### src/rtl/sb_pkg.sv
package sb_pkg;

    localparam int NUM_FU  = 6;
    localparam int FU_W    = $clog2(NUM_FU);
    localparam int NUM_REG = 16;
    localparam int REG_W   = $clog2(NUM_REG);
    localparam int OP_W    = 4;
    localparam int CLS_W   = 3;

    typedef enum logic [CLS_W-1:0] {
        CL_MUL  = 3'd0,
        CL_ADD  = 3'd1,
        CL_DIV  = 3'd2,
        CL_INT  = 3'd3,
        CL_LOAD = 3'd4
    } fu_class_e;

    typedef enum logic [1:0] {
        ST_IDLE     = 2'd0,
        ST_WAIT_OPS = 2'd1,
        ST_EXEC     = 2'd2,
        ST_DONE     = 2'd3
    } stage_e;

    typedef struct packed {
        logic            vld;
        logic [FU_W-1:0] fu;
    } tag_t;

    typedef struct packed {
        stage_e           stage;
        logic [OP_W-1:0]  op;
        logic [REG_W-1:0] dst;
        logic [REG_W-1:0] src1;
        logic [REG_W-1:0] src2;
        tag_t             q1;
        tag_t             q2;
        logic             r1;
        logic             r2;
    } fu_entry_t;

    function automatic fu_class_e class_of_unit(input int idx);
        case (idx)
            0, 1:    return CL_MUL;
            2:       return CL_ADD;
            3:       return CL_DIV;
            4:       return CL_INT;
            default: return CL_LOAD;
        endcase
    endfunction

endpackage

### src/rtl/sb_fu_entry.sv
module sb_fu_entry
    import sb_pkg::*;
(
    input  logic            clk,
    input  logic            rst,
    input  logic            iss_en,
    input  fu_entry_t       iss_ent,
    input  logic            rd_en,
    input  logic            done_in,
    input  logic            wb_en,
    input  logic            bc_vld,
    input  logic [FU_W-1:0] bc_fu,
    output fu_entry_t       ent
);
    logic hit1, hit2;

    assign hit1 = bc_vld && ent.q1.vld && !ent.r1 && (ent.q1.fu == bc_fu);
    assign hit2 = bc_vld && ent.q2.vld && !ent.r2 && (ent.q2.fu == bc_fu);

    always_ff @(posedge clk) begin
        if (rst) begin
            ent <= '0;
        end else begin
            case (ent.stage)
                ST_IDLE: begin
                    if (iss_en) begin
                        ent       <= iss_ent;
                        ent.stage <= ST_WAIT_OPS;
                    end
                end
                ST_WAIT_OPS: begin
                    if (hit1) begin
                        ent.r1     <= 1'b1;
                        ent.q1.vld <= 1'b0;
                    end
                    if (hit2) begin
                        ent.r2     <= 1'b1;
                        ent.q2.vld <= 1'b0;
                    end
                    if (rd_en) ent.stage <= ST_EXEC;
                end
                ST_EXEC: begin
                    if (done_in) ent.stage <= ST_DONE;
                end
                default: begin
                    if (wb_en) ent.stage <= ST_IDLE;
                end
            endcase
        end
    end
endmodule

### src/rtl/sb_regmap.sv
module sb_regmap
    import sb_pkg::*;
(
    input  logic                     clk,
    input  logic                     rst,
    input  logic                     set_en,
    input  logic [REG_W-1:0]         set_reg,
    input  logic [FU_W-1:0]          set_fu,
    input  logic                     clr_en,
    input  logic [REG_W-1:0]         clr_reg,
    output tag_t [NUM_REG-1:0]       map_o
);
    always_ff @(posedge clk) begin
        if (rst) begin
            map_o <= '0;
        end else begin
            if (clr_en) map_o[clr_reg].vld <= 1'b0;
            if (set_en) begin
                map_o[set_reg].vld <= 1'b1;
                map_o[set_reg].fu  <= set_fu;
            end
        end
    end
endmodule

### src/rtl/sb_wb_arb.sv
module sb_wb_arb
    import sb_pkg::*;
(
    input  logic              clk,
    input  logic              rst,
    input  logic [NUM_FU-1:0] fin,
    input  logic [NUM_FU-1:0] pend,
    input  logic [NUM_FU-1:0] elig,
    output logic              grant_vld,
    output logic [FU_W-1:0]   grant_fu
);
    localparam int MAT = NUM_FU * NUM_FU;

    // older[a*NUM_FU+b] set: unit a finished before unit b
    logic [MAT-1:0] older;

    always_ff @(posedge clk) begin
        if (rst) begin
            older <= '0;
        end else begin
            for (int a = 0; a < NUM_FU; a++) begin
                for (int b = 0; b < NUM_FU; b++) begin
                    if (a != b) begin
                        if (fin[a])
                            older[a*NUM_FU+b] <= !pend[b] && !(fin[b] && (b < a));
                        else if (fin[b])
                            older[a*NUM_FU+b] <= 1'b1;
                    end
                end
            end
        end
    end

    always_comb begin
        logic beats_all;
        grant_vld = 1'b0;
        grant_fu  = '0;
        for (int i = NUM_FU - 1; i >= 0; i--) begin
            beats_all = elig[i];
            for (int j = 0; j < NUM_FU; j++) begin
                if (j != i && elig[j] && !older[i*NUM_FU+j]) beats_all = 1'b0;
            end
            if (beats_all) begin
                grant_vld = 1'b1;
                grant_fu  = FU_W'(i);
            end
        end
    end
endmodule

### src/rtl/sb_ctrl.sv
module sb_ctrl
    import sb_pkg::*;
(
    input  logic              clk,
    input  logic              rst,
    input  logic              in_valid,
    input  logic [CLS_W-1:0]  in_class,
    input  logic [OP_W-1:0]   in_op,
    input  logic [REG_W-1:0]  in_dst,
    input  logic [REG_W-1:0]  in_src1,
    input  logic [REG_W-1:0]  in_src2,
    output logic              in_ready,
    output logic [FU_W-1:0]   iss_fu,
    output logic              rd_valid,
    output logic [FU_W-1:0]   rd_fu,
    output logic [OP_W-1:0]   rd_op,
    output logic [REG_W-1:0]  rd_src1,
    output logic [REG_W-1:0]  rd_src2,
    input  logic [NUM_FU-1:0] fu_done,
    output logic              wb_valid,
    output logic [FU_W-1:0]   wb_fu,
    output logic [REG_W-1:0]  wb_dst
);
    fu_entry_t          ent [NUM_FU];
    tag_t [NUM_REG-1:0] rmap;

    logic               cand_hit;
    logic               iss_fire;
    fu_entry_t          iss_ent;
    logic               src1_rdy, src2_rdy;
    logic [NUM_FU-1:0]  war_block, fin_vec, pend_vec, elig_vec;

    // unit selection for the offered class
    always_comb begin
        cand_hit = 1'b0;
        iss_fu   = '0;
        for (int i = NUM_FU - 1; i >= 0; i--) begin
            if (class_of_unit(i) == fu_class_e'(in_class) && ent[i].stage == ST_IDLE) begin
                cand_hit = 1'b1;
                iss_fu   = FU_W'(i);
            end
        end
    end

    assign in_ready = cand_hit && !rmap[in_dst].vld;
    assign iss_fire = in_valid && in_ready;

    // source readiness, with bypass of a write granted this cycle
    assign src1_rdy = !rmap[in_src1].vld || (wb_valid && rmap[in_src1].fu == wb_fu);
    assign src2_rdy = !rmap[in_src2].vld || (wb_valid && rmap[in_src2].fu == wb_fu);

    always_comb begin
        iss_ent       = '0;
        iss_ent.stage = ST_WAIT_OPS;
        iss_ent.op    = in_op;
        iss_ent.dst   = in_dst;
        iss_ent.src1  = in_src1;
        iss_ent.src2  = in_src2;
        iss_ent.r1    = src1_rdy;
        iss_ent.r2    = src2_rdy;
        iss_ent.q1    = src1_rdy ? '0 : rmap[in_src1];
        iss_ent.q2    = src2_rdy ? '0 : rmap[in_src2];
    end

    // single register-file read port, lowest unit first
    always_comb begin
        rd_valid = 1'b0;
        rd_fu    = '0;
        for (int i = NUM_FU - 1; i >= 0; i--) begin
            if (ent[i].stage == ST_WAIT_OPS && ent[i].r1 && ent[i].r2) begin
                rd_valid = 1'b1;
                rd_fu    = FU_W'(i);
            end
        end
    end

    assign rd_op   = ent[rd_fu].op;
    assign rd_src1 = ent[rd_fu].src1;
    assign rd_src2 = ent[rd_fu].src2;

    // write-after-read hold
    always_comb begin
        for (int i = 0; i < NUM_FU; i++) begin
            war_block[i] = 1'b0;
            for (int j = 0; j < NUM_FU; j++) begin
                if (j != i && ent[j].stage == ST_WAIT_OPS &&
                    ((ent[j].r1 && ent[j].src1 == ent[i].dst) ||
                     (ent[j].r2 && ent[j].src2 == ent[i].dst)))
                    war_block[i] = 1'b1;
            end
            fin_vec[i]  = ent[i].stage == ST_EXEC && fu_done[i];
            pend_vec[i] = ent[i].stage == ST_DONE;
        end
    end

    assign elig_vec = pend_vec & ~war_block;
    assign wb_dst   = ent[wb_fu].dst;

    sb_wb_arb u_arb (
        .clk       (clk),
        .rst       (rst),
        .fin       (fin_vec),
        .pend      (pend_vec),
        .elig      (elig_vec),
        .grant_vld (wb_valid),
        .grant_fu  (wb_fu)
    );

    sb_regmap u_map (
        .clk     (clk),
        .rst     (rst),
        .set_en  (iss_fire),
        .set_reg (in_dst),
        .set_fu  (iss_fu),
        .clr_en  (wb_valid),
        .clr_reg (wb_dst),
        .map_o   (rmap)
    );

    for (genvar g = 0; g < NUM_FU; g++) begin : g_unit
        sb_fu_entry u_ent (
            .clk     (clk),
            .rst     (rst),
            .iss_en  (iss_fire && iss_fu == FU_W'(g)),
            .iss_ent (iss_ent),
            .rd_en   (rd_valid && rd_fu == FU_W'(g)),
            .done_in (fu_done[g]),
            .wb_en   (wb_valid && wb_fu == FU_W'(g)),
            .bc_vld  (wb_valid),
            .bc_fu   (wb_fu),
            .ent     (ent[g])
        );
    end
endmodule

### config.mk
export PLATFORM = sky130hd
export DESIGN_NAME = sb_ctrl
export DESIGN_NICKNAME = d
export VERILOG_FILES = /design/src/rtl/sb_pkg.sv /design/src/rtl/sb_fu_entry.sv /design/src/rtl/sb_regmap.sv /design/src/rtl/sb_wb_arb.sv /design/src/rtl/sb_ctrl.sv
export SDC_FILE = /design/constraint.sdc
export NUM_CORES = 1
export LEC_CHECK = 0
export CAP_MARGIN = 20
export CORE_ASPECT_RATIO = 0.5
export CORE_MARGIN = 8
export CORE_UTILIZATION = 30
export CTS_BUF_LIST = sky130_fd_sc_hd__clkbuf_16
export DETAILED_ROUTE_END_ITERATION = 10
export SLEW_MARGIN = 20
export SYNTH_ARGS = -nofsm -noshare
export SYNTH_HDL_FRONTEND = slang
export SYNTH_SLANG_ARGS = --single-unit
### constraint.sdc
create_clock -name clk -period 4.5 [get_ports clk]
set_clock_uncertainty 0.05 [all_clocks]
set_input_delay 0.9 -clock clk [delete_from_list [all_inputs] [get_ports clk]]
set_output_delay 0.9 -clock clk [all_outputs]
set_load 0.1 [all_outputs]
Yosys cells after proc, flatten, opt, wreduce, memory -nomap -nowiden --
Index checks and enable logic that the tools add are counted.
Storage, ports and cells: output and inout bits 28, bits of input ports 28, logic and storage cells 854, flip-flop bits (word level) 262
Cells by class: muxes and demuxes 230, order comparisons 8, reductions and logical operators 358, bitwise gates (word level) 4, eq/ne operators 141
Operator list (count):
- 4-bit equality test | 60
- 1-bit logical AND | 209
- 64-bit bitwise mux | 3
- 64-bit two-way mux | 3
- 28-bit binary-select mux with 3-bit select | 2
- 28-bit two-way mux | 6
- 1-bit two-way mux | 138
- 3-bit two-way mux | 19
- 1-bit logical NOT | 56
- 26-bit two-way mux | 2
- 4-bit binary-select mux with 4-bit select | 3
- 4-bit demux with 4-bit select | 3
- 2-bit by 1-bit != test with 1-bit output (second input constant) | 24
- 22-bit two-way mux | 2
- 3-bit equality test | 14
- 2-bit nonzero test | 21
- 2-bit two-way mux | 18
- 2-bit case mux with 3 select lines | 6
- 3-bit AND reduction | 12
- 1-bit logical OR | 32
- 4-bit two-way mux | 7
- 2-bit equality test (second input constant) | 12
- 1-bit case mux with 2 select lines | 12
- 2-bit case mux with 2 select lines | 6
- other kinds (19) | 71

Longest topological paths before layout --
Gate-level depths: netlist of run 1.
depth after elaboration 37, gate-level depth with buffers 20, gate-level depth less buffers 17

Hierarchy --
From an unflattened synthesis of run 1, not the netlist that was laid out.
Second synthesis, totals: cell total of the unflattened synthesis 2123, area total of the unflattened synthesis 17294.1 um^2
By module, submodules not included:
- sb_fu_entry | area each 1267.5 um^2, instances 6, seq. area each 560.5 um^2, cells an instance 157
- sb_ctrl | area each 5898.2 um^2, instances 1, seq. area each 0.0 um^2, cells an instance 793
- sb_regmap | area each 2478.6 um^2, instances 1, seq. area each 1281.2 um^2, cells an instance 239
- sb_wb_arb | area each 1312.5 um^2, instances 1, seq. area each 600.6 um^2, cells an instance 149

Worst setup path after synthesis of run 1 --
No wires, ideal clock.
path kind register -> output, start register, netlist name g_unit[5].u_ent.ent[27], end output wb_dst[1], buffers on the path 3, cell stages (with the launch flop) 17, setup slack -1.065 ns, data required time 3.550 ns, data arrival time 4.615 ns, cell sequence dfxtp_1 inv_1 ha_1 clkbuf_1 and2_1 nand3_1 o31ai_1 or4_1 o22ai_1 or4_1 clkbuf_1 nand4_2 or2_1 buf_2 inv_2 nor4_2 nor2_1
On the way: word-level cells in the longest chain between the ends 21, elaborated cells on any way between the ends 84
RTL lines:
- 2-bit by 1-bit equality test with 1-bit output | RTL line sb_ctrl.sv:86 | if (j != i && ent[j].stage == ST_WAIT_OPS &&
- 1-bit logical AND | RTL line sb_ctrl.sv:86
- 1-bit two-way mux | RTL line sb_ctrl.sv:86
- 6-bit NOT | RTL line sb_ctrl.sv:96 | assign elig_vec = pend_vec & ~war_block;
- 6-bit AND * | RTL line sb_ctrl.sv:96
- 1-bit logical AND | RTL line sb_wb_arb.sv:41 | if (j != i && elig[j] && !older[i*NUM_FU+j]) beats_all = 1'b0;
- 1-bit two-way mux (5 in series) | RTL line sb_wb_arb.sv:41
- 3-bit two-way mux (5 in series) | RTL line sb_wb_arb.sv:43 | if (beats_all) begin
- 3-bit two-way mux * | RTL line sb_wb_arb.sv:43
- via wb_fu[2] | RTL line sb_ctrl.sv:21 | output logic [FU_W-1:0] wb_fu,
- 3-bit NOT with 4-bit output (implied by the code) * | RTL line sb_ctrl.sv:97 | assign wb_dst = ent[wb_fu].dst;
- 28-bit binary-select mux with 3-bit select * | RTL line sb_ctrl.sv:97
- 22-bit two-way mux (implied by the code) * (2 in series) | RTL line sb_ctrl.sv:97
- end, declared | RTL line sb_ctrl.sv:22 | output logic [REG_W-1:0] wb_dst
Mark *: on every way through the listed nets, which the timed path passes. The rest lies on a longest branch. The select of a mux whose other input is x is not followed.

Worst setup path after layout of run 1 --
start register, netlist name g_unit[3].u_ent.ent[17], end output wb_dst[2]
On the way: word-level cells in the longest chain between the ends 25, elaborated cells on any way between the ends 100
RTL lines:
- 4-bit equality test | RTL line sb_ctrl.sv:87 | ((ent[j].r1 && ent[j].src1 == ent[i].dst) ||
- 1-bit logical AND | RTL line sb_ctrl.sv:87
- 1-bit logical OR | RTL line sb_ctrl.sv:87
- 1-bit logical AND | RTL line sb_ctrl.sv:86
- 1-bit two-way mux (3 in series) | RTL line sb_ctrl.sv:86
- 6-bit NOT * | RTL line sb_ctrl.sv:96
- 6-bit AND * | RTL line sb_ctrl.sv:96
- 1-bit logical AND | RTL line sb_wb_arb.sv:41
- 1-bit two-way mux (5 in series) | RTL line sb_wb_arb.sv:41
- 3-bit two-way mux (5 in series) | RTL line sb_wb_arb.sv:43
- 3-bit two-way mux * | RTL line sb_wb_arb.sv:43
- 3-bit NOT with 4-bit output (implied by the code) * | RTL line sb_ctrl.sv:97
- 28-bit binary-select mux with 3-bit select * | RTL line sb_ctrl.sv:97
- 22-bit two-way mux (implied by the code) * (2 in series) | RTL line sb_ctrl.sv:97
Mark *: on every way between the ends. The rest lies on a longest branch, timed or not. The select of a mux whose other input is x is not followed.

==> results of run 1 <==
-- cell type report --
cell class	count	area, um^2
multi-input combinational	1600	11000
timing repair buffer	389	4000
fill	5188	31600
inverter	30	156
clock buffer	28	701
clock inverter	24	183
tap	713	892
sequential	262	5320
-- state kept, by name, indices dropped and copies added, names as in the netlist --
signal,flops
u_map.map_o,64
u_arb.older,30
g_unit.u_ent.ent,168
-- layout by cell type (no fill, tap or decap), types with 34 or more instances in the layout --
cell type  netlist  routed
nand2_1        392     380
buf_4            4     267
dfxtp_1        262     215
a21oi_1        209     203
xnor2_1        189     182
nor2_1         138     134
nand3_1        133     130
xor2_1          86      83
buf_12           0      73
mux4_2          43      43
mux2i_1         42      42
dfxtp_2          0      42
nor3_1          56      35
o21ai_0         48      35
a211oi_1        34      34
-- worst paths after layout --
kind	depth (start not counted)	slack, ps	to
hold / removal	2	400	g_unit[1].u_ent.ent[22]
hold reg to reg	2	400	g_unit[1].u_ent.ent[22]
setup / recovery	17	-660	wb_dst[2]
setup reg to reg	18	230	g_unit[4].u_ent.ent[5]
-- logic make-up (layout without fill, tap and decap cells) --
logic type / count (synthesis) / after routing / share of synthesized area
simple gates: 807 / 807 / 0.218
xor+xnor: 275 / 275 / 0.147
flops: 262 / 262 / 0.320
compound gates: 404 / 404 / 0.151
mux: 90 / 90 / 0.0885
fa+ha+maj: 24 / 24 / 0.0183
buf+inv: 221 / 471 / 0.0565
-- report_power, final --
group	internal, mW	switching (mW)
Combinational	0.364	0.522
Sequential	2.36	0.0594
Clock	1.25	1.03
Total	3.98	1.62
-- per-stage QoR --
stage / hold WS, ps / setup TNS [ps]
after floorplan: 386 / -977
after global placement: 392 / -1070
after detailed placement: 397 / -3150
after CTS: 406 / -3000
after global routing: 425 / -3350
final: 405 / -2570
-- what timing repair did --
item,4_1_cts,5_1_grt
endpoints found under the setup margin,53,40
resized for setup,74,147
setup buffers,7,25
pin swaps,22,32
endpoints found under the hold margin,0,0
-- critical path: cells and delay by family, from the launching register on --
kind	cells	cell delay, ps
AND/OR/NAND/NOR	5	1220
buffers and inverters	6	990
AO/OA/AOI/OAI	5	880
flip-flops	1	370
XOR/XNOR	1	160
-- layer usage --
layer / vias up / track usage / routed length, um / part of all wire
met1: 7934 / 0.270 / 28400 / 0.44
met5: - / 0 / 0 / 0
li1: 7647 / - / - / -
met3: 142 / 0.0307 / 5450 / 0.084
met2: 737 / 0.311 / 29100 / 0.45
met4: 0 / 0.0656 / 2230 / 0.034
==> results.ini, run 1 <==
[sta]
setup_viol=7
hold_viol=0
rsz0062_at_grt=true
worst_pin_slew_ps=1090
min_period_ps=5160
fin_ws_ps=-657
slew_headroom=0.274
max_freq_mhz=194
slew_viol_final=0
min_period_over_period=1.15

[critical_path]
cp.required_ps=3550
timing.rr.start=g_unit[3].u_ent.ent[17]
max_stage_delay_ps=510
path_max_fanout=6
crit_chain=buf_4 -> xnor2_1 -> nand3_1 -> o31ai_4 -> nor3_1 -> nand4_1 -> buf_6 -> o22ai_2 -> or4_4 -> buf_6 -> buf_4 -> o211ai_1 -> nand3_1 -> a21oi_2 -> a211oi_4 -> bufinv_8 -> buf_12
crit_path_end_kind=output pin
crit_type=flop to output pin
critPathLaunch=g_unit[3].u_ent.ent[17]
arrival_ps=4210
cpMaxStageDelayCell=or4_4
critPathLaunchType=flop

[synthesis]
synth_ff_type=dfxtp_1
yosysSeqAreaShare=0.320
yosysMostFrequentCell=nand2_1
synth_edf_count=0
synth_area_leaders=dfxtp_1, xnor2_1, nand2_1, a21oi_1, mux4_2
synth_cell_types=72
syn_area_mm2=0.0164
syn_inst=2083
synth_top_area_cell=dfxtp_1
synthTopCellsByCount=nand2_1, dfxtp_1, a21oi_1, xnor2_1, nor2_1
syn-num-nets=2135
netlist.area_leader.share=0.320
yosys_warnings=0
avgSynthCellArea_um2=7.86
synth-seq-cells=262
async_flop_share=0

[floorplanning]
start_util=0.304
fp.coreArea_mm2=0.0538
die-height_um=181
rows=60
die_w_um=346
die-area_mm2=0.0627
ios=56

[detailed_routing]
vias_per_cell=5.40
firstDrtPassIters=8
ant_nets=0
routed_wl_um=65200
drc=0
num_vias=16460
routedWlPerCell_um=21.4
first_iter_violations=1890

[grt]
grt_max_degree=213
grt-ovfl-total=0
antenna_found_initial=0
track_usage=0.196
grt_pass1_vias=15522
grt_pass1_wl_um=97400

[clock_tree]
htree_num_levels=1
numCtsBuffers=28
cts_root_buffer=clkbuf_16
postCtsHoldBufs=0
clockBufferDepth=3
cts.sinks=262
cts_tree=built
insertion_delay_ps=580
path_clk_slew_ps=60

[layout]
final_area_mm2=0.0222
fin_util=0.413
drive_gt1_frac=0.273
syn2layout_area_growth_pct=35.7
final_cells=3046
diodes=0
final_net_count=2363

[placed_design]
dp.cells=2962
numPortBuffers=55
dp_slack_ps=-359
gp_congestion=0.972
placedInstanceArea_mm2=0.0202
dp_hpwl_um=47100

[power_and_ir_drop]
power.total_mw=5.59
leakagePower_nw=8.61
irDropWorstVdd_uv=285
power_density_mw_per_mm2=252

[status]
status=finished with violations
violations=setup timing

[min_path]
hold_class=flop to flop
hold_start=g_unit[1].u_ent.ent[22]

[run]
cap_violations=0

Note: power is estimated with default switching activity, not from simulation.
==> run 2, diff against run 1 <==
- ABC_AREA: default -> 1
- GPL_ROUTABILITY_DRIVEN: default -> 0
==> results.ini, run 2 <==
[sta]
hold_viol=0  ; unchanged
slew_viol_final=0  ; unchanged
rsz0062_at_grt=true
fin_ws_ps=-29.1  ; +627 ps
min_period_over_period=1.01  ; -0.139
setup_viol=2  ; -5
max_freq_mhz=221  ; +14%
setup_tns_ps=-54.4  ; +2520 ps
min_period_ps=4530  ; -627 ps
slew_headroom=0.484  ; +0.210
worst_pin_slew_ps=774  ; -315 ps

[layout]
final_area_mm2=0.0206  ; -7.1%
fin_util=0.363  ; -0.0501
diodes=0  ; unchanged
syn2layout_area_growth_pct=20.4
final_net_count=2801  ; +19%
final_common_cell=nand2_1
reg_top3=g_unit.u_ent.ent x168, u_map.map_o x64, u_arb.older x30
drive_gt1_frac=0.150  ; -0.124
final_cell_mix=nand2_1, o21ai_0, a21oi_1, nor2_1, dfxtp_1
largest_reg_flops=168  ; unchanged
largest-register=g_unit.u_ent.ent

[clock_tree]
cts.sinks=262  ; unchanged
clockBufferDepth=3  ; unchanged
postCtsHoldBufs=0  ; unchanged
path_clk_slew_ps=60  ; about the same
numCtsBuffers=29  ; +3.6%
cts_tree=built
htree_num_levels=1  ; unchanged
insertion_delay_ps=610  ; +30 ps
cts_root_buffer=clkbuf_16

[grt]
grt-ovfl-total=0  ; unchanged
track_usage=0.214  ; +0.0183
grt_pass1_vias=17676  ; +14%
grt_max_degree=70  ; -67%
antenna_found_initial=1  ; +1
grt_pass1_wl_um=110000  ; +13%

[power_and_ir_drop]
irDropWorstVdd_uv=318  ; +12%
power_density_mw_per_mm2=430  ; +71%
leakagePower_nw=8.31  ; -3.5%
switchingPower_mw=3.77  ; +130%
power_frac_clock=0.272  ; -0.136
swShare=0.425  ; +0.136
power.total_mw=8.88  ; +59%
p_int_mw=5.10  ; +28%
power.share.combinational=0.397  ; +0.239
pwr-share-seq=0.330  ; -0.103

[synthesis]
yosysMostFrequentCell=nand2_1
synth_ff_type=dfxtp_1
syn-num-nets=2760  ; +29%
yosys_warnings=0  ; unchanged
synth_area_leaders=dfxtp_1, nand2_1, o21ai_0, a21oi_1, nor2_1
synth_cell_types=48  ; -33%
netlist.area_leader.share=0.306  ; -0.0146
synth-seq-cells=262  ; unchanged
async_flop_share=0  ; unchanged
syn_area_mm2=0.0171  ; +4.8%
syn_inst=2708  ; +30%
avgSynthCellArea_um2=6.33  ; -19%
synth_edf_count=0  ; unchanged
synth_top_area_cell=dfxtp_1
yosysSeqAreaShare=0.306  ; -0.0146
synthTopCellsByCount=nand2_1, o21ai_0, a21oi_1, nor2_1, dfxtp_1

[detailed_routing]
num_vias=19438  ; +18%
drc=0  ; unchanged
ant_nets=0  ; unchanged
routed_wl_um=73700  ; +13%
firstDrtPassIters=6  ; -2
vias_per_cell=5.49  ; +1.6%
first_iter_violations=2676  ; +42%
routedWlPerCell_um=20.8  ; -2.7%

[placed_design]
dp_hpwl_um=53200  ; +13%
placedInstanceArea_mm2=0.0189  ; -6.6%
numPortBuffers=55  ; unchanged

[critical_path]
path_max_fanout=6  ; unchanged
critPathLaunchType=flop
arrival_ps=3580  ; -630 ps
crit_type=flop to output pin
cp.required_ps=3550  ; about the same
crit_path_end_kind=output pin

[status]
status=finished with violations
violations=setup timing

[floorplanning]
die_w_um=354  ; +2.2%
fp.coreArea_mm2=0.0569  ; +5.8%
rows=62  ; +3.3%
die-height_um=185  ; +2.2%
start_util=0.301  ; -0.00291
die-area_mm2=0.0655  ; +4.4%
ios=56  ; unchanged

[run]
cap_violations=0  ; unchanged

[min_path]
hold_class=flop to flop

## run 2: changes by cell type in the layout (fill, tap and decap cells not counted), moves of 31 or more
cell,delta
buf_12,-39
o21ai_0,+276
nor2_1,+136
xor2_1,-50
nand2_2,+31
xnor2_1,-102
nand2_1,+187
buf_4,-168
mux2i_1,-42
mux4_2,-43
inv_1,+179
a21oi_1,+100
## run 2: final timing paths
check                            endpoint  slack [ps]  cells past startpoint               startpoint
setup / recovery                wb_dst[3]         -30                     22  g_unit[1].u_ent.ent[19]
hold / removal    g_unit[1].u_ent.ent[24]         400                      2  g_unit[1].u_ent.ent[24]
setup reg to reg          u_map.map_o[63]         570                     25  g_unit[4].u_ent.ent[20]
hold reg to reg   g_unit[1].u_ent.ent[24]         400                      2  g_unit[1].u_ent.ent[24]
## run 2: metrics by stage
| stage | hold slack (ps) | setup WS [ps] | cells |
|---|---|---|---|
| after global routing | 425 | -90.1 | 3540 |
| after CTS | 405 | 0.861 | 3521 |
| after global placement | 384 | 199 | 3455 |
| after floorplan | 375 | 163 | 2708 |
| after detailed placement | 396 | 139 | 3455 |
| final | 401 | -29.1 | 3540 |
## run 2: logic make-up (layout without fill, tap and decap cells)
group | Yosys count | count (layout) | synth area share
AO/OA/AOI/OAI | 757 | 757 | 0.236
XOR/XNOR | 114 | 114 | 0.0587
adder cells (fa/ha/maj) | 24 | 24 | 0.0175
buffers and inverters | 423 | 486 | 0.104
flip-flops | 262 | 262 | 0.306
AND/OR/NAND/NOR | 1128 | 1129 | 0.277
## run 2: routing by layer
metal	vias to the layer above	track usage	routed length (um)	share of wire
met5	-	0	10	0.00014
met4	2	0.0985	4050	0.055
met3	259	0.0500	8890	0.12
met2	1179	0.318	30100	0.41
met1	8992	0.293	30600	0.42
li1	9006	-	-	-
## run 2: layout make-up
cell class / instances / area (um^2)
Fill cell: 5999 / 36300
Multi-Input combinational cell: 2024 / 10600
Sequential cell: 262 / 5310
Timing Repair Buffer: 174 / 1860
Inverter: 258 / 1010
Tap cell: 768 / 961
Clock buffer: 29 / 726
Clock inverter: 25 / 208
## run 2: what timing repair did
action,CTS,global route
endpoints found under the setup margin,17,17
gates cloned,1,1
gates resized for setup,45,146
pin swaps,8,48
setup buffers,11,18
## run 2: critical path, cell delays in order (launching register included)
cell        delay (ps)
dfxtp_2            350
clkinvlp_4         240
buf_12             220
o21ai_2            100
nor2_1              50
nand3_1             90
nand2_1             70
nand2_2            120
nand2_4             80
nor2_4             130
nand3b_1           150
nand2_1            110
nor2_1              50
nand2_1            120
nand2_2            110
nand2_8            130
nand2_8            100
nor2_4             160
nand2_2             80
nand2_2             60
nor2_2              40
nor2_4             200
buf_12             200
## run 2: power groups by stage
| stage | clock network, mW | logic [mW] | registers [mW] |
|---|---|---|---|
| 6_report | 2.42 | 3.53 | 2.93 |
| 5_1_grt | 2.55 | 3.77 | 2.94 |
| 4_1_cts | 2.45 | 3.29 | 2.89 |
| 3_5_place_dp | 0 | 3.25 | 2.94 |
| 3_3_place_gp | 0 | 3.23 | 2.94 |
| 2_1_floorplan | 0 | 2.22 | 2.77 |
